File: src/rtl/dmac_pkg.sv
package dmac_pkg;

    typedef enum logic [1:0] {
        S_IDLE = 2'd0,
        S_WAIT = 2'd1,
        S_RD   = 2'd2,
        S_WR   = 2'd3
    } dmac_state_e;

    // bit0 = start ... bit6 = external request mode
    typedef struct packed {
        logic ext_mode;
        logic irq_en;
        logic dst_word;
        logic src_word;
        logic dst_inc;
        logic src_inc;
        logic go;
    } dmac_ctrl_t;

    localparam int CTRL_W = $bits(dmac_ctrl_t);

    localparam logic [2:0] RA_CTRL = 3'd0;
    localparam logic [2:0] RA_STAT = 3'd1;
    localparam logic [2:0] RA_SRC  = 3'd2;
    localparam logic [2:0] RA_DST  = 3'd3;
    localparam logic [2:0] RA_CNT  = 3'd4;
    localparam logic [2:0] RA_FC   = 3'd5;

    function automatic logic [1:0] op_bytes(input logic is_word);
        return is_word ? 2'd2 : 2'd1;
    endfunction

endpackage

File: src/rtl/dmac_regs.sv
module dmac_regs
    import dmac_pkg::*;
#(
    parameter int ADDR_W = 24,
    parameter int CNT_W  = 16,
    parameter int FC_W   = 3
) (
    input  logic              clk,
    input  logic              rst,
    input  logic              host_we,
    input  logic [2:0]        host_addr,
    input  logic [31:0]       host_wdata,
    output logic [31:0]       host_rdata,
    input  logic              busy_i,
    input  logic              adv_src,
    input  logic              adv_dst,
    input  logic              step_two,
    input  logic              done_set,
    output dmac_ctrl_t        ctl,
    output logic [ADDR_W-1:0] src_ptr,
    output logic [ADDR_W-1:0] dst_ptr,
    output logic [CNT_W-1:0]  count,
    output logic [FC_W-1:0]   src_fc,
    output logic [FC_W-1:0]   dst_fc,
    output logic              irq
);
    localparam int DST_FC_LSB = 4;

    dmac_ctrl_t ctl_q, ctl_w;
    logic [ADDR_W-1:0] src_q, dst_q;
    logic [CNT_W-1:0]  cnt_q;
    logic [FC_W-1:0]   sfc_q, dfc_q;
    logic done_q, err_q;
    logic wr_ctl, wr_stat, bad_cfg, try_go, idle_wr;
    logic [ADDR_W-1:0] ptr_step;
    logic [CNT_W-1:0]  cnt_step;

    assign ctl_w    = dmac_ctrl_t'(host_wdata[CTRL_W-1:0]);
    assign wr_ctl   = host_we && (host_addr == RA_CTRL);
    assign wr_stat  = host_we && (host_addr == RA_STAT);
    assign idle_wr  = host_we && !busy_i;
    assign bad_cfg  = (!ctl_w.src_inc && src_q[0]) || (!ctl_w.dst_inc && dst_q[0]);
    assign try_go   = wr_ctl && ctl_w.go && !busy_i;
    assign ptr_step = ADDR_W'(op_bytes(step_two));
    assign cnt_step = CNT_W'(op_bytes(step_two));

    always_ff @(posedge clk) begin
        if (rst) begin
            ctl_q  <= '0;
            src_q  <= '0;
            dst_q  <= '0;
            cnt_q  <= '0;
            sfc_q  <= '0;
            dfc_q  <= '0;
            done_q <= 1'b0;
            err_q  <= 1'b0;
        end else begin
            if (wr_ctl && !busy_i) begin
                ctl_q    <= ctl_w;
                ctl_q.go <= ctl_w.go && !bad_cfg;
            end else if (wr_ctl && !ctl_w.go) begin
                ctl_q.go <= 1'b0;
            end
            if (done_set) ctl_q.go <= 1'b0;

            if (idle_wr && host_addr == RA_SRC) src_q <= host_wdata[ADDR_W-1:0];
            else if (adv_src && ctl_q.src_inc)  src_q <= src_q + ptr_step;

            if (idle_wr && host_addr == RA_DST) dst_q <= host_wdata[ADDR_W-1:0];
            else if (adv_dst && ctl_q.dst_inc)  dst_q <= dst_q + ptr_step;

            if (idle_wr && host_addr == RA_CNT) cnt_q <= host_wdata[CNT_W-1:0];
            else if (adv_dst)                   cnt_q <= cnt_q - cnt_step;

            if (idle_wr && host_addr == RA_FC) begin
                sfc_q <= host_wdata[FC_W-1:0];
                dfc_q <= host_wdata[DST_FC_LSB +: FC_W];
            end

            if (done_set)                     done_q <= 1'b1;
            else if (wr_stat && host_wdata[1]) done_q <= 1'b0;

            if (try_go && bad_cfg)             err_q <= 1'b1;
            else if (wr_stat && host_wdata[2]) err_q <= 1'b0;
        end
    end

    always_comb begin
        host_rdata = '0;
        case (host_addr)
            RA_CTRL: host_rdata = 32'(ctl_q);
            RA_STAT: host_rdata = {29'd0, err_q, done_q, busy_i};
            RA_SRC:  host_rdata = 32'(src_q);
            RA_DST:  host_rdata = 32'(dst_q);
            RA_CNT:  host_rdata = 32'(cnt_q);
            RA_FC:   host_rdata = 32'(dfc_q) << DST_FC_LSB | 32'(sfc_q);
            default: host_rdata = '0;
        endcase
    end

    assign ctl     = ctl_q;
    assign src_ptr = src_q;
    assign dst_ptr = dst_q;
    assign count   = cnt_q;
    assign src_fc  = sfc_q;
    assign dst_fc  = dfc_q;
    assign irq     = done_q && ctl_q.irq_en;

    // done only rises once the count has run out
    assert_done_zero_R8: assert property (@(posedge clk) disable iff (rst)
        $rose(done_q) |-> cnt_q == '0);
    // a refused start leaves the channel idle
    assert_cfg_reject_R9: assert property (@(posedge clk) disable iff (rst)
        (try_go && bad_cfg) |=> !ctl_q.go);
    // pointer only moves through the engine while busy
    assert_src_frozen_R12: assert property (@(posedge clk) disable iff (rst)
        (busy_i && !adv_src) |=> $stable(src_q));
endmodule

File: src/rtl/dmac_hold.sv
module dmac_hold (
    input  logic        clk,
    input  logic        rst,
    input  logic        cap,
    input  logic        cyc_word,
    input  logic        split,
    input  logic        half,
    input  logic [15:0] rdata,
    output logic [15:0] wr_lane
);
    logic [15:0] hold_q;
    logic        upper_sel;

    assign upper_sel = split && !half;

    always_ff @(posedge clk) begin
        if (rst) begin
            hold_q <= '0;
        end else if (cap) begin
            if (cyc_word)       hold_q        <= rdata;
            else if (upper_sel) hold_q[15:8]  <= rdata[7:0];
            else                hold_q[7:0]   <= rdata[7:0];
        end
    end

    assign wr_lane = cyc_word ? hold_q
                              : {8'h00, upper_sel ? hold_q[15:8] : hold_q[7:0]};
endmodule

File: src/rtl/dmac_ctrl.sv
module dmac_ctrl
    import dmac_pkg::*;
#(
    parameter int ADDR_W = 24,
    parameter int CNT_W  = 16,
    parameter int FC_W   = 3
) (
    input  logic              clk,
    input  logic              rst,
    input  dmac_ctrl_t        ctl,
    input  logic [ADDR_W-1:0] src_ptr,
    input  logic [ADDR_W-1:0] dst_ptr,
    input  logic [CNT_W-1:0]  count,
    input  logic [FC_W-1:0]   src_fc,
    input  logic [FC_W-1:0]   dst_fc,
    input  logic              xfer_req,
    input  logic              bus_ack,
    output logic              bus_strobe,
    output logic              bus_rnw,
    output logic              bus_word,
    output logic [ADDR_W-1:0] bus_addr,
    output logic [FC_W-1:0]   bus_fc,
    output logic              hold_cap,
    output logic              split,
    output logic              half_o,
    output logic              busy,
    output logic              adv_src,
    output logic              adv_dst,
    output logic              step_two,
    output logic              done_set
);
    dmac_state_e st_q;
    logic half_q, gap_q, opw_q;
    logic in_rd, in_cyc, side_word, side_inc, acked, last_cyc;
    logic cnt_zero, cnt_one, may_go;

    assign in_rd     = (st_q == S_RD);
    assign in_cyc    = (st_q == S_RD) || (st_q == S_WR);
    assign side_word = in_rd ? ctl.src_word : ctl.dst_word;
    assign side_inc  = in_rd ? ctl.src_inc  : ctl.dst_inc;
    assign split     = opw_q && !side_word;
    assign bus_word  = opw_q && side_word;
    assign bus_strobe = in_cyc && !gap_q;
    assign acked     = bus_strobe && bus_ack;
    assign last_cyc  = !split || half_q;
    assign cnt_zero  = (count == '0);
    assign cnt_one   = (count == CNT_W'(1));
    assign may_go    = !ctl.ext_mode || xfer_req;

    assign bus_rnw  = in_rd;
    assign bus_fc   = in_rd ? src_fc : dst_fc;
    assign bus_addr = (in_rd ? src_ptr : dst_ptr) + ADDR_W'(side_inc && half_q);
    assign hold_cap = in_rd && acked;
    assign half_o   = half_q;
    assign step_two = opw_q;
    assign adv_src  = in_rd && acked && last_cyc;
    assign adv_dst  = (st_q == S_WR) && acked && last_cyc;
    assign done_set = (st_q == S_WAIT) && ctl.go && cnt_zero;
    assign busy     = (st_q != S_IDLE) || ctl.go;

    always_ff @(posedge clk) begin
        if (rst) begin
            st_q   <= S_IDLE;
            half_q <= 1'b0;
            gap_q  <= 1'b0;
            opw_q  <= 1'b0;
        end else begin
            gap_q <= acked;
            case (st_q)
                S_IDLE: if (ctl.go) st_q <= S_WAIT;
                S_WAIT: begin
                    if (!ctl.go || cnt_zero) begin
                        st_q <= S_IDLE;
                    end else if (may_go) begin
                        opw_q  <= (ctl.src_word || ctl.dst_word) && !cnt_one;
                        half_q <= 1'b0;
                        st_q   <= S_RD;
                    end
                end
                S_RD, S_WR: begin
                    if (acked) begin
                        if (last_cyc) begin
                            half_q <= 1'b0;
                            if (!ctl.go)   st_q <= S_IDLE;
                            else if (in_rd) st_q <= S_WR;
                            else           st_q <= S_WAIT;
                        end else begin
                            half_q <= 1'b1;
                        end
                    end
                end
                default: st_q <= S_IDLE;
            endcase
        end
    end

    // strobe released for a cycle after every acknowledge
    assert_strobe_gap_R3: assert property (@(posedge clk) disable iff (rst)
        (bus_strobe && bus_ack) |=> !bus_strobe);
    // cycle attributes held until acknowledged
    assert_cycle_hold_R3: assert property (@(posedge clk) disable iff (rst)
        (bus_strobe && !bus_ack) |=> bus_strobe && $stable(bus_addr)
                                     && $stable(bus_rnw) && $stable(bus_word));
    // no cycle starts while an external request is missing
    assert_ext_wait_R10: assert property (@(posedge clk) disable iff (rst)
        (st_q == S_WAIT && ctl.go && !cnt_zero && ctl.ext_mode && !xfer_req)
        |=> !bus_strobe);
    // word cycles only at even addresses
    assert_word_even_R2: assert property (@(posedge clk) disable iff (rst)
        (bus_strobe && bus_word && side_inc) |-> !bus_addr[0]);
endmodule

File: src/rtl/dma_chan_engine.sv
module dma_chan_engine
    import dmac_pkg::*;
#(
    parameter int ADDR_W = 24,
    parameter int CNT_W  = 16,
    parameter int FC_W   = 3
) (
    input  logic              clk,
    input  logic              rst,
    input  logic              host_we,
    input  logic [2:0]        host_addr,
    input  logic [31:0]       host_wdata,
    output logic [31:0]       host_rdata,
    input  logic              xfer_req,
    output logic              bus_strobe,
    output logic              bus_rnw,
    output logic              bus_word,
    output logic [ADDR_W-1:0] bus_addr,
    output logic [FC_W-1:0]   bus_fc,
    output logic [15:0]       bus_wdata,
    input  logic [15:0]       bus_rdata,
    input  logic              bus_ack,
    output logic              irq
);
    dmac_ctrl_t        ctl;
    logic [ADDR_W-1:0] src_ptr, dst_ptr;
    logic [CNT_W-1:0]  count;
    logic [FC_W-1:0]   src_fc, dst_fc;
    logic busy, adv_src, adv_dst, step_two, done_set;
    logic hold_cap, split, half;

    dmac_regs #(.ADDR_W(ADDR_W), .CNT_W(CNT_W), .FC_W(FC_W)) u_regs (
        .clk(clk), .rst(rst),
        .host_we(host_we), .host_addr(host_addr),
        .host_wdata(host_wdata), .host_rdata(host_rdata),
        .busy_i(busy), .adv_src(adv_src), .adv_dst(adv_dst),
        .step_two(step_two), .done_set(done_set),
        .ctl(ctl), .src_ptr(src_ptr), .dst_ptr(dst_ptr), .count(count),
        .src_fc(src_fc), .dst_fc(dst_fc), .irq(irq)
    );

    dmac_ctrl #(.ADDR_W(ADDR_W), .CNT_W(CNT_W), .FC_W(FC_W)) u_ctrl (
        .clk(clk), .rst(rst), .ctl(ctl),
        .src_ptr(src_ptr), .dst_ptr(dst_ptr), .count(count),
        .src_fc(src_fc), .dst_fc(dst_fc),
        .xfer_req(xfer_req), .bus_ack(bus_ack),
        .bus_strobe(bus_strobe), .bus_rnw(bus_rnw), .bus_word(bus_word),
        .bus_addr(bus_addr), .bus_fc(bus_fc),
        .hold_cap(hold_cap), .split(split), .half_o(half),
        .busy(busy), .adv_src(adv_src), .adv_dst(adv_dst),
        .step_two(step_two), .done_set(done_set)
    );

    dmac_hold u_hold (
        .clk(clk), .rst(rst), .cap(hold_cap),
        .cyc_word(bus_word), .split(split), .half(half),
        .rdata(bus_rdata), .wr_lane(bus_wdata)
    );
endmodule

File: config.mk
export PLATFORM = sky130hd
export DESIGN_NAME = dma_chan_engine
export DESIGN_NICKNAME = d
export VERILOG_FILES = /design/src/rtl/dmac_pkg.sv /design/src/rtl/dmac_regs.sv /design/src/rtl/dmac_hold.sv /design/src/rtl/dmac_ctrl.sv /design/src/rtl/dma_chan_engine.sv
export SDC_FILE = /design/constraint.sdc
export NUM_CORES = 1
export LEC_CHECK = 0
export ABC_CLOCK_PERIOD_IN_PS = 3750
export BUFFER_PORTS_ARGS = -buffer_cell sky130_fd_sc_hd__buf_2
export CAP_MARGIN = 20
export CORE_ASPECT_RATIO = 1.2
export CORE_MARGIN = 2
export CORE_UTILIZATION = 49
export CTS_CLUSTER_SIZE = 30
export DETAILED_ROUTE_END_ITERATION = 12
export PLACE_DENSITY = 0.72
export SYNTH_ARGS = -nofsm -noshare
export SYNTH_HDL_FRONTEND = slang
export SYNTH_SLANG_ARGS = --single-unit
File: constraint.sdc
create_clock -name clk -period 3.75 [get_ports clk]
set_input_delay 0.1875 -clock clk [delete_from_list [all_inputs] [get_ports clk]]
set_output_delay 0.1875 -clock clk [all_outputs]
set_load 0.01 [all_outputs]
==> results of run 1 <==
## power by group through the flow
stage	logic, mW	registers [mW]	clock network, mW
floorplan	0.167	1.12	0
global placement	0.242	1.14	0
detailed placement	0.244	1.14	0
CTS	0.245	1.12	0.949
global route	0.271	1.12	0.998
finish	0.252	1.12	0.952
## registers in the layout (all words and copies together), names as in the netlist
register / count
u_hold.hold_q: 16
u_regs.dst_fc: 3
u_regs.err_q: 1
u_ctrl.gap_q: 1
u_regs.count: 16
u_regs.ctl: 7
u_regs.dst_ptr: 24
u_regs.src_fc: 3
u_ctrl.half_o: 1
u_regs.done_q: 1
u_ctrl.st_q: 2
u_ctrl.step_two: 1
u_regs.src_ptr: 24
## final cells by class
cell class	count	area, µm²	area share [%]
flip-flops and latches	100	2000	24.9
multi-input cells	746	4680	58.2
clock buffers	12	236	2.94
repair buffers	140	778	9.69
inverters	19	71.3	0.888
clock inverters	4	50.0	0.623
well taps	175	219	2.73
## through the flow
stage / power [mW] / setup WS, ps / instances / area, µm²
final: 2.32 / 220 / 1196 / 8030
after global routing: 2.39 / 9.57 / 1196 / 8030
after CTS: 2.31 / 236 / 1195 / 8010
after detailed placement: 1.39 / 618 / 1179 / 7720
after global placement: 1.38 / 701 / 1178 / 7710
after floorplan: 1.29 / 274 / 947 / 7090
## layer usage
layer / up-vias / GRT usage (%) / part of all wire, %
met5: - / 0 / 0
met4: 0 / 11.0 / 3.0
met3: 51 / 3.89 / 9.4
met2: 428 / 47.0 / 46
met1: 3484 / 40.7 / 42
li1: 3566 / - / -
## worst max-delay path, cell delays in order, from the launching register on
cell and delay (ps):
sky130_fd_sc_hd__dfxtp_1 310, sky130_fd_sc_hd__nand2b_2 280, sky130_fd_sc_hd__inv_2 210, sky130_fd_sc_hd__nand2_1 70
sky130_fd_sc_hd__a21boi_0 200, sky130_fd_sc_hd__ha_1 270, sky130_fd_sc_hd__ha_1 230, sky130_fd_sc_hd__nand4_1 270
sky130_fd_sc_hd__nor4b_1 680, sky130_fd_sc_hd__nand3_1 170, sky130_fd_sc_hd__xor2_1 160, sky130_fd_sc_hd__buf_2 140
## cell usage in the layout (no fill, tap or decap), types with 8 or more instances in the layout
master / instances
sky130_fd_sc_hd__mux2i_1: 59
sky130_fd_sc_hd__a21oi_1: 75
sky130_fd_sc_hd__inv_1: 18
sky130_fd_sc_hd__and3_1: 13
sky130_fd_sc_hd__conb_1: 8
sky130_fd_sc_hd__buf_4: 22
sky130_fd_sc_hd__clkbuf_16: 9
sky130_fd_sc_hd__nor2_1: 108
sky130_fd_sc_hd__o211ai_1: 13
sky130_fd_sc_hd__o21ai_0: 27
sky130_fd_sc_hd__nand3_1: 31
sky130_fd_sc_hd__nand2_1: 98
sky130_fd_sc_hd__a31oi_1: 22
sky130_fd_sc_hd__nor2b_1: 8
sky130_fd_sc_hd__buf_2: 117
sky130_fd_sc_hd__a22oi_1: 16
sky130_fd_sc_hd__nand4_1: 22
sky130_fd_sc_hd__o21ai_1: 22
sky130_fd_sc_hd__a211oi_1: 25
sky130_fd_sc_hd__nor4_1: 16
sky130_fd_sc_hd__nor3_1: 21
sky130_fd_sc_hd__xnor2_1: 24
sky130_fd_sc_hd__xor2_1: 15
sky130_fd_sc_hd__and2_1: 15
sky130_fd_sc_hd__mux2_1: 8
sky130_fd_sc_hd__ha_1: 8
sky130_fd_sc_hd__or3_1: 13
sky130_fd_sc_hd__dfxtp_1: 100
## path summary, 6_finish.rpt
kind / startpoint / end / slack (ps)
setup reg to reg: u_ctrl.step_two / u_regs.dst_ptr[23] / 770
setup / recovery: u_ctrl.st_q[0] / bus_addr[20] / 220
hold reg to reg: u_hold.hold_q[3] / u_hold.hold_q[3] / 480
hold / removal: bus_rdata[5] / u_hold.hold_q[5] / 90
## logic make-up (layout without fill, tap and decap cells)
family                     count (synthesis)  count (layout)
buffers and inverters                    101             175
and+or+nand+nor                          378             378
DFF                                      100             100
AOI/OAI and AO/OA                        240             240
xor gates and xnor gates                  39              39
adders and majority gates                 11              11
other                                      1               8
muxes                                     70              70
==> summary.txt, run 1 <==
Synth
  – Fraction of synthesized area in multiplexers: 10.3%
  – Compound-Gate Fraction of Synth Area: 21.8%
  – Simple-gate share of the synthesized area: 26.6%
  – Post-Synthesis Cell Area: 7060 µm²
  – Post-synthesis async set-or-reset flop share: 0%
  – Post-synth EDFFs: 0
  – Dominant register cell in the synthesized netlist: sky130_fd_sc_hd__dfxtp_1
  – Sequential element share of the synthesized area: 28.3%
  – Most repeated cell in the gate-level netlist after synthesis: sky130_fd_sc_hd__nor2_1
  – Count of unique library cells instantiated by Yosys: 71
  – Area contributors post-synth: sky130_fd_sc_hd__dfxtp_1 (28%), sky130_fd_sc_hd__mux2i_1 (8.4%), sky130_fd_sc_hd__nor2_1 (5.7%), sky130_fd_sc_hd__a21oi_1 (5.3%), sky130_fd_sc_hd__nand2_1 (5.2%)
  – Number of synthesized register bits: 100
  – Biggest area consumer among synthesized cells: sky130_fd_sc_hd__dfxtp_1
  – Avg Synthesized Cell Area: 7.51 µm²
  – Adder-cell area share of the yosys netlist: 2.27%
  – Top cells by instance count after synthesis: sky130_fd_sc_hd__nor2_1 (108), sky130_fd_sc_hd__dfxtp_1 (100), sky130_fd_sc_hd__nand2_1 (98), sky130_fd_sc_hd__a21oi_1 (75), sky130_fd_sc_hd__clkbuf_1 (64)
  – Yosys warnings: 0
  – Main combinational cell family by area after synthesis: simple AND/OR/NAND/NOR gates
  – Fraction of synthesized cell area in xor and xnor cells: 4.84%
  – Proportion of netlist area held by the largest area contributor: 28.3%
  – Count of mapped cells out of synthesis: 940

Pwr
  – Largest voltage drop on the vdd net: 185 µV
  – Share of power burned in the clock network: 41.0%
  – Sequential share of power: 48.2%
  – Internal power: 1.69 mW
  – Power density relative to cell area: 289 nW/µm²
  – Relative contribution of combinational cells to total power: 10.9%
  – Switching power: 629 µW
  – Switching power as a share of total power: 27.1%
  – Leakage: 3.02 nW

Floorplan
  – Width of the chip: 114 µm
  – Row count: 48
  – Number of primary I/O pins: 135
  – Area of the placeable core: 14200 µm²
  – Starting utilization of the core area: 49.6%
  – Die area: 15400 µm²
  – Die Span Y: 136 µm

STA
  – Worst slew pin tran: 919 ps
  – Minimum period implied by the final worst setup slack: 3530 ps
  – Count of endpoints failing hold in the final timing report: 0
  – Max transition margin: 38.6%
  – Total setup violations reported at the end of the flow: 0
  – RSZ-0062 raised after global routing: false
  – Final Max Tran Viols: 0
  – Fin crit share: 94.1%
  – Worst slack on hold paths: 87.3 ps
  – Setup skew after layout: 7.79 ps
  – Setup TNS after final layout: 0 ps
  – Peak clock frequency supported by timing: 283 MHz

Global routing
  – Maximum number of pins on one net before global-route repair: 101
  – Global-route wire length before repair: 36000 µm
  – Aggregate global-route resource usage: 29.5%
  – GR Overflow Total: 0
  – Antenna violations before repair: 0
  – Number of global-route vias before repair: 6648

Worst setup path
  – Element type at the critical path start: flop
  – Worst-case reg-to-reg path depth: 8
  – Data required, critical path: 3560 ps
  – Arrival time at the worst endpoint: 3340 ps
  – Largest driver fanout on the critical path: 9
  – CP Class: flop to primary output
  – Kind of capture point of the worst setup path: primary output

Drt
  – Residual DRC count: 0
  – DRC marker count from the first detailed-route iteration: 771
  – Via Count: 7529
  – Total routed wirelength: 23100 µm
  – Avg WL per Cell: 19.3 µm
  – First-pass iteration count of the detailed router: 6
  – Detail Route Antenna Nets: 0
  – Via density per instance: 6.30

Clock network
  – Clock network latency to the later pin of the worst-skew pair: 360 ps
  – CTS buffer count: 9
  – Cts repair resizes: 0
  – CTS tree: done
  – Post-CTS repair timing setup buffer count: 0
  – Number of sinks on the clock net: 100
  – Depth of the CTS H-tree: 3
  – Clock transition at path regs: 70 ps
  – Hold_buf cts: 0
  – Buffer levels on the longest clock path: 2
  – Library cell used as clock root buffer: sky130_fd_sc_hd__clkbuf_16

Place
  – Number of input and output port buffers inserted: 118
  – GPL Wtd Cong: 0.924
  – Half-perimeter wire length after detailed placement: 16400 µm

Layout
  – Number of diodes added for antenna fixing: 0
  – Layout area overhead: 13.7%
  – Layout cells sized above 1: 16.7%
  – Share of the core filled with cells in the final layout: 56.4%
  – Fill count: 1370
  – Final nets: 1083

Run status
  – Run status: finished clean

Job
  – # Max-Cap Violations: 0

Min path
  – Cell count of the worst hold path: 3
  – Hold crit path type: input port to flop
Note: power is estimated with default switching activity, not from simulation.
==> run 2: changes to the inputs <==
Settings changed: CELL_PAD_IN_SITES_DETAIL_PLACEMENT from default to 1, CELL_PAD_IN_SITES_GLOBAL_PLACEMENT from default to 2, CORE_UTILIZATION 49 to 32, PLACE_DENSITY 0.72 to default, PLACE_DENSITY_LB_ADDON from default to 0.1.
==> run 2 against run 1 <==
Power increased by 2.7%. Combinational power increased by 4%. Non-clock buffer count increased by 10. Sequential power about the same. Design area increased by 2.7%. Critical endpoint is now bus_addr[23]. Worst hold slack got worse by 12 ps. Worst setup slack improved by 23 ps. Die area increased by 51%. Critical path type unchanged. Global-route usage decreased by 5.5 points. Largest power group unchanged. Critical path depth increased by 3. Clock power increased by 5%.
==> summary.txt, run 2 (synthesis gave the netlist of run 1 again) <==
Run status
  – Run status: finished clean

Clock network
  – Depth of the CTS H-tree: 3
  – Post-CTS repair timing setup buffer count: 0
  – Buffer levels on the longest clock path: 2
  – Clock network latency to the later pin of the worst-skew pair: 370 ps
  – CTS tree: done
  – Number of sinks on the clock net: 100
  – Hold_buf cts: 0
  – Library cell used as clock root buffer: sky130_fd_sc_hd__clkbuf_16
  – Cts repair resizes: 0
  – CTS buffer count: 9
  – Clock transition at path regs: 70 ps

Layout
  – Share of the core filled with cells in the final layout: 38.0%
  – Number of standard cells in the layout, taps in and fillers out: 1305
  – Layout area overhead: 16.8%
  – Most frequent cells in the layout: sky130_fd_sc_hd__buf_2 (117), sky130_fd_sc_hd__nor2_1 (108), sky130_fd_sc_hd__dfxtp_1 (100)
  – Layout cells sized above 1: 17.9%
  – Number of diodes added for antenna fixing: 0
  – Commonest non-fill, non-tap cell in the layout: sky130_fd_sc_hd__buf_2
  – Final nets: 1093

Min path
  – Hold crit path type: input port to flop

STA
  – Total setup violations reported at the end of the flow: 0
  – Max transition margin: 38.1%
  – Setup TNS after final layout: 0 ps
  – Worst slew pin tran: 928 ps
  – Count of endpoints failing hold in the final timing report: 0
  – Fin crit share: 93.5%
  – Peak clock frequency supported by timing: 285 MHz
  – Final Max Tran Viols: 0
  – Worst slack on hold paths: 75.7 ps
  – Setup skew after layout: 10.7 ps
  – Minimum period implied by the final worst setup slack: 3510 ps
  – RSZ-0062 raised after global routing: false

Worst setup path
  – Arrival time at the worst endpoint: 3320 ps
  – CP Class: flop to primary output
  – Kind of capture point of the worst setup path: primary output
  – Element type at the critical path start: flop
  – Data required, critical path: 3560 ps
  – Largest driver fanout on the critical path: 9

Global routing
  – GR Overflow Total: 0
  – Antenna violations before repair: 0
  – Number of global-route vias before repair: 7281
  – Maximum number of pins on one net before global-route repair: 73
  – Aggregate global-route resource usage: 24.0%
  – Global-route wire length before repair: 43900 µm

Drt
  – Total routed wirelength: 28300 µm
  – DRC marker count from the first detailed-route iteration: 564
  – Via density per instance: 5.66
  – Detail Route Antenna Nets: 0
  – First-pass iteration count of the detailed router: 4
  – Residual DRC count: 0
  – Via Count: 7391
  – Avg WL per Cell: 21.7 µm

Pwr
  – Leakage: 3.07 nW
  – Largest voltage drop on the vdd net: 186 µV
  – Power density relative to cell area: 289 nW/µm²

Floorplan
  – Width of the chip: 140 µm
  – Number of primary I/O pins: 135
  – Die Span Y: 167 µm
  – Area of the placeable core: 21700 µm²
  – Row count: 59
  – Starting utilization of the core area: 32.5%
  – Die area: 23300 µm²

Place
  – Number of input and output port buffers inserted: 118
  – Half-perimeter wire length after detailed placement: 21200 µm
  – GPL Wtd Cong: 0.827
  – Cell total after placement: 1289

Job
  – # Max-Cap Violations: 0
## run 2: power breakdown
group | leakage, nW | switching (mW) | internal, mW | total [mW]
logic | 2.11 | 0.169 | 0.0941 | 0.263
clock network | 0.144 | 0.468 | 0.536 | 1.00
registers | 0.808 | 0.0379 | 1.08 | 1.12
total | 3.07 | 0.675 | 1.71 | 2.39
## run 2: final timing paths
path / from / endpoint / slack (ps) / cells past startpoint
max: u_ctrl.st_q[0] / bus_addr[23] / 240 / 14
min: bus_rdata[7] / u_hold.hold_q[7] / 80 / 3
max reg2reg: u_ctrl.step_two / u_regs.dst_ptr[20] / 930 / 10
min reg2reg: u_hold.hold_q[7] / u_hold.hold_q[7] / 480 / 2
## run 2: layout make-up
cell class                      count  area [µm²]
Clock buffer                       10         239
Clock inverter                      6        63.8
Fill cell                        2698       13500
Inverter                           19        71.3
Multi-Input combinational cell    746        4700
Sequential cell                   100        2000
Tap cell                          274         343
Timing Repair Buffer              150         833
## run 2: per-layer routing
layer	GRT usage, %	part of all wire (%)	vias to the layer above
li1	-	-	3582
met1	33.3	48	3661
met2	40.5	48	133
met3	2.67	3.0	15
met4	4.78	1.1	0
met5	0	0	-
## run 2: worst max-delay path, cell delays in order, from the launching register on
cell and delay [ps]:
sky130_fd_sc_hd__dfxtp_1 310, sky130_fd_sc_hd__nand2b_2 230, sky130_fd_sc_hd__inv_2 190, sky130_fd_sc_hd__nand2_1 70, sky130_fd_sc_hd__a21boi_0 250, sky130_fd_sc_hd__ha_2 280, sky130_fd_sc_hd__nand3_1 150, sky130_fd_sc_hd__o32ai_2 240
sky130_fd_sc_hd__buf_4 180, sky130_fd_sc_hd__nand3_1 70, sky130_fd_sc_hd__buf_4 180, sky130_fd_sc_hd__nor4_1 370, sky130_fd_sc_hd__xnor2_1 170, sky130_fd_sc_hd__mux2i_1 100, sky130_fd_sc_hd__buf_2 160
## run 2: through the flow
stage	total power, mW	area (µm²)	setup slack, ps
3_5_place_dp	1.41	7940	577
2_1_floorplan	1.29	7090	274
3_3_place_gp	1.41	7940	643
4_1_cts	2.40	8240	176
6_report	2.39	8250	243
5_1_grt	2.47	8250	53.6
==> run 3: changes to the inputs <==
Settings changed: CELL_PAD_IN_SITES_DETAIL_PLACEMENT 1 to default, CELL_PAD_IN_SITES_GLOBAL_PLACEMENT 2 to default, CORE_MARGIN 2 to 10, CORE_UTILIZATION 32 to 49, PLACE_DENSITY from default to 0.71, PLACE_DENSITY_LB_ADDON 0.1 to default, SYNTH_HIERARCHICAL from default to 1.
==> run 3 against run 2 <==
Design area grew 3.9%. Flip-flop and latch count unchanged. Critical path depth unchanged. Critical path type unchanged. Clock power rose by 6%. Highest routed layer unchanged. Via count up 1.0%. Power grew 3.4%. Maximum frequency is 1.9% lower. Combinational power about the same. Clock-buffer cell count is the same. Worst hold slack better by 17 ps.
==> summary.txt, run 3 <==
Global routing
  – Antenna violations before repair: 0
  – Number of global-route vias before repair: 6997
  – GR Overflow Total: 0
  – Maximum number of pins on one net before global-route repair: 79
  – Aggregate global-route resource usage: 22.3%
  – Global-route wire length before repair: 37800 µm

Synth
  – Post-synth EDFFs: 0
  – Area contributors post-synth: sky130_fd_sc_hd__dfxtp_1 (27%), sky130_fd_sc_hd__mux2i_1 (11%), sky130_fd_sc_hd__nor2_1 (5.2%), sky130_fd_sc_hd__nand2_1 (4.9%), sky130_fd_sc_hd__xnor2_1 (3.5%)
  – Count of unique library cells instantiated by Yosys: 81
  – Avg Synthesized Cell Area: 8.03 µm²
  – Proportion of netlist area held by the largest area contributor: 26.6%
  – Post-Synthesis Cell Area: 7530 µm²
  – Top cells by instance count after synthesis: sky130_fd_sc_hd__nor2_1 (104), sky130_fd_sc_hd__dfxtp_1 (100), sky130_fd_sc_hd__nand2_1 (98), sky130_fd_sc_hd__mux2i_1 (79), sky130_fd_sc_hd__nand3_1 (42)
  – Number of synthesized register bits: 100
  – Most repeated cell in the gate-level netlist after synthesis: sky130_fd_sc_hd__nor2_1
  – Dominant register cell in the synthesized netlist: sky130_fd_sc_hd__dfxtp_1
  – Yosys warnings: 6
  – Sequential element share of the synthesized area: 26.6%
  – Biggest area consumer among synthesized cells: sky130_fd_sc_hd__dfxtp_1
  – Post-synthesis async set-or-reset flop share: 0%
  – Count of mapped cells out of synthesis: 938

Floorplan
  – Number of primary I/O pins: 135
  – Starting utilization of the core area: 50.1%
  – Row count: 49
  – Width of the chip: 133 µm
  – Area of the placeable core: 15000 µm²
  – Die area: 20700 µm²
  – Die Span Y: 156 µm

STA
  – Total setup violations reported at the end of the flow: 0
  – Fin crit share: 95.4%
  – Final worst slack: 174 ps
  – Worst slew pin tran: 941 ps
  – Setup TNS after final layout: 0 ps
  – Final Max Tran Viols: 0
  – Count of endpoints failing hold in the final timing report: 0
  – Setup skew after layout: 7.85 ps
  – RSZ-0062 raised after global routing: false
  – Minimum period implied by the final worst setup slack: 3580 ps
  – Peak clock frequency supported by timing: 280 MHz
  – Max transition margin: 37.2%
  – Worst slack on hold paths: 92.6 ps

Place
  – Number of input and output port buffers inserted: 118
  – Worst-case setup slack after placement: 354 ps
  – GPL Wtd Cong: 0.922
  – Half-perimeter wire length after detailed placement: 17800 µm

Clock network
  – Clock transition at path regs: 70 ps
  – Number of sinks on the clock net: 100
  – Library cell used as clock root buffer: sky130_fd_sc_hd__clkbuf_16
  – CTS buffer count: 9
  – CTS tree: done
  – Buffer levels on the longest clock path: 2
  – Depth of the CTS H-tree: 3
  – Hold_buf cts: 0
  – Clock network latency to the later pin of the worst-skew pair: 360 ps

Drt
  – Via density per instance: 6.01
  – Avg WL per Cell: 19.3 µm
  – Via Count: 7465
  – Total routed wirelength: 24000 µm
  – Detail Route Antenna Nets: 0
  – DRC marker count from the first detailed-route iteration: 678
  – Residual DRC count: 0
  – First-pass iteration count of the detailed router: 5

Layout
  – Final nets: 1101
  – Layout area overhead: 13.9%
  – Layout cells sized above 1: 19.9%
  – Commonest non-fill, non-tap cell in the layout: sky130_fd_sc_hd__buf_2
  – Number of diodes added for antenna fixing: 0
  – Most frequent cells in the layout: sky130_fd_sc_hd__buf_2 (117), sky130_fd_sc_hd__nor2_1 (104), sky130_fd_sc_hd__dfxtp_1 (99)

Worst setup path
  – CP Class: flop to primary output
  – Largest driver fanout on the critical path: 10
  – Origin of the worst setup path: u_ctrl/st_q[0]
  – Element type at the critical path start: flop
  – R2R Path Start: u_ctrl/st_q[0]
  – Kind of capture point of the worst setup path: primary output
  – Arrival time at the worst endpoint: 3390 ps
  – Data required, critical path: 3560 ps

Min path
  – Hold crit path type: input port to flop
  – Worst hold path startpoint: bus_rdata[5]

Pwr
  – Power density relative to cell area: 288 nW/µm²
  – Leakage: 3.28 nW
  – Largest voltage drop on the vdd net: 251 µV

Job
  – # Max-Cap Violations: 0

Run status
  – Run status: finished clean
## run 3: changes by cell type in the layout (fill, tap and decap cells not counted), sizes merged, moves of 12 or more
| cell | previous run | this run |
|---|---|---|
| a21oi | 75 | 23 |
| nand2b | 3 | 25 |
| o21ai | 49 | 27 |
| a311oi | 2 | 23 |
| mux2i | 59 | 80 |
| a31oi | 22 | 5 |
| or4 | 6 | 19 |
| a22oi | 16 | 4 |
| o31ai | 1 | 13 |
## run 3: cell type report
type,instances,area [µm²]
Inverter,23,87.6
Clock inverter,6,92.6
Multi-Input combinational cell,761,5140
Clock buffer,10,239
Tap cell,204,255
Fill cell,1450,6450
Timing Repair Buffer,139,751
Sequential cell,100,2000
## run 3: path summary, 6_finish.rpt
check | to | cells past startpoint | slack (ps)
worst max-delay path | bus_addr[22] | 14 | 170
worst min-delay path | u_hold/hold_q[5] | 3 | 90
worst max register to register | u_regs/src_ptr[22] | 10 | 430
worst min register to register | u_hold/hold_q[3] | 2 | 480
## run 3: kinds of logic after synthesis
group,count (synthesis),synth area share (%)
DFF,100,26.6
and+or+nand+nor,430,30.3
AOI/OAI and AO/OA,164,16.0
buffers and inverters,84,5.57
xor gates and xnor gates,51,5.93
muxes,97,13.5
adders and majority gates,11,2.13
other,1,0.0498
## run 3: metrics by stage
stage / cells / util, % / instance area (µm²) / power (mW)
6_report: 1243 / 57.1 / 8570 / 2.47
5_1_grt: 1243 / 57.1 / 8570 / 2.55
4_1_cts: 1242 / 57.0 / 8560 / 2.47
3_5_place_dp: 1226 / 54.8 / 8220 / 1.42
3_3_place_gp: 1226 / 54.8 / 8220 / 1.42
2_1_floorplan: 945 / - / 7550 / 1.32
## run 3: worst max-delay path, stage by stage (launching register included)
cell and delay [ps]:
sky130_fd_sc_hd__dfxtp_2 380, sky130_fd_sc_hd__nand2b_4 210, sky130_fd_sc_hd__clkinv_2 150, sky130_fd_sc_hd__nand2_1 70
sky130_fd_sc_hd__a21boi_0 180, sky130_fd_sc_hd__ha_1 230, sky130_fd_sc_hd__ha_2 230, sky130_fd_sc_hd__and4_1 200
sky130_fd_sc_hd__nand3_1 190, sky130_fd_sc_hd__a2111oi_4 400, sky130_fd_sc_hd__buf_4 200, sky130_fd_sc_hd__nand2_2 90
sky130_fd_sc_hd__nor3_1 200, sky130_fd_sc_hd__xnor2_1 140, sky130_fd_sc_hd__buf_2 150
## run 3: what timing repair did
item                       CTS  global route
setup endpoints to repair    0             7
resized for setup            0             3
setup buffers                0             1
## run 3: report_power, final
part / leakage, nW / internal, mW / switching, mW
clock: 0.156 / 0.609 / 0.453
combinational: 2.32 / 0.104 / 0.160
sequential: 0.810 / 1.09 / 0.0532
total: 3.28 / 1.80 / 0.667
## run 3: metal layers
metal / track usage [%] / routed length (µm) / up-vias
li1: - / - / 3620
met4: 7.78 / 676 / 0
met1: 27.7 / 10100 / 3482
met3: 5.28 / 1790 / 47
met5: 0 / 0 / -
met2: 37.0 / 11400 / 316
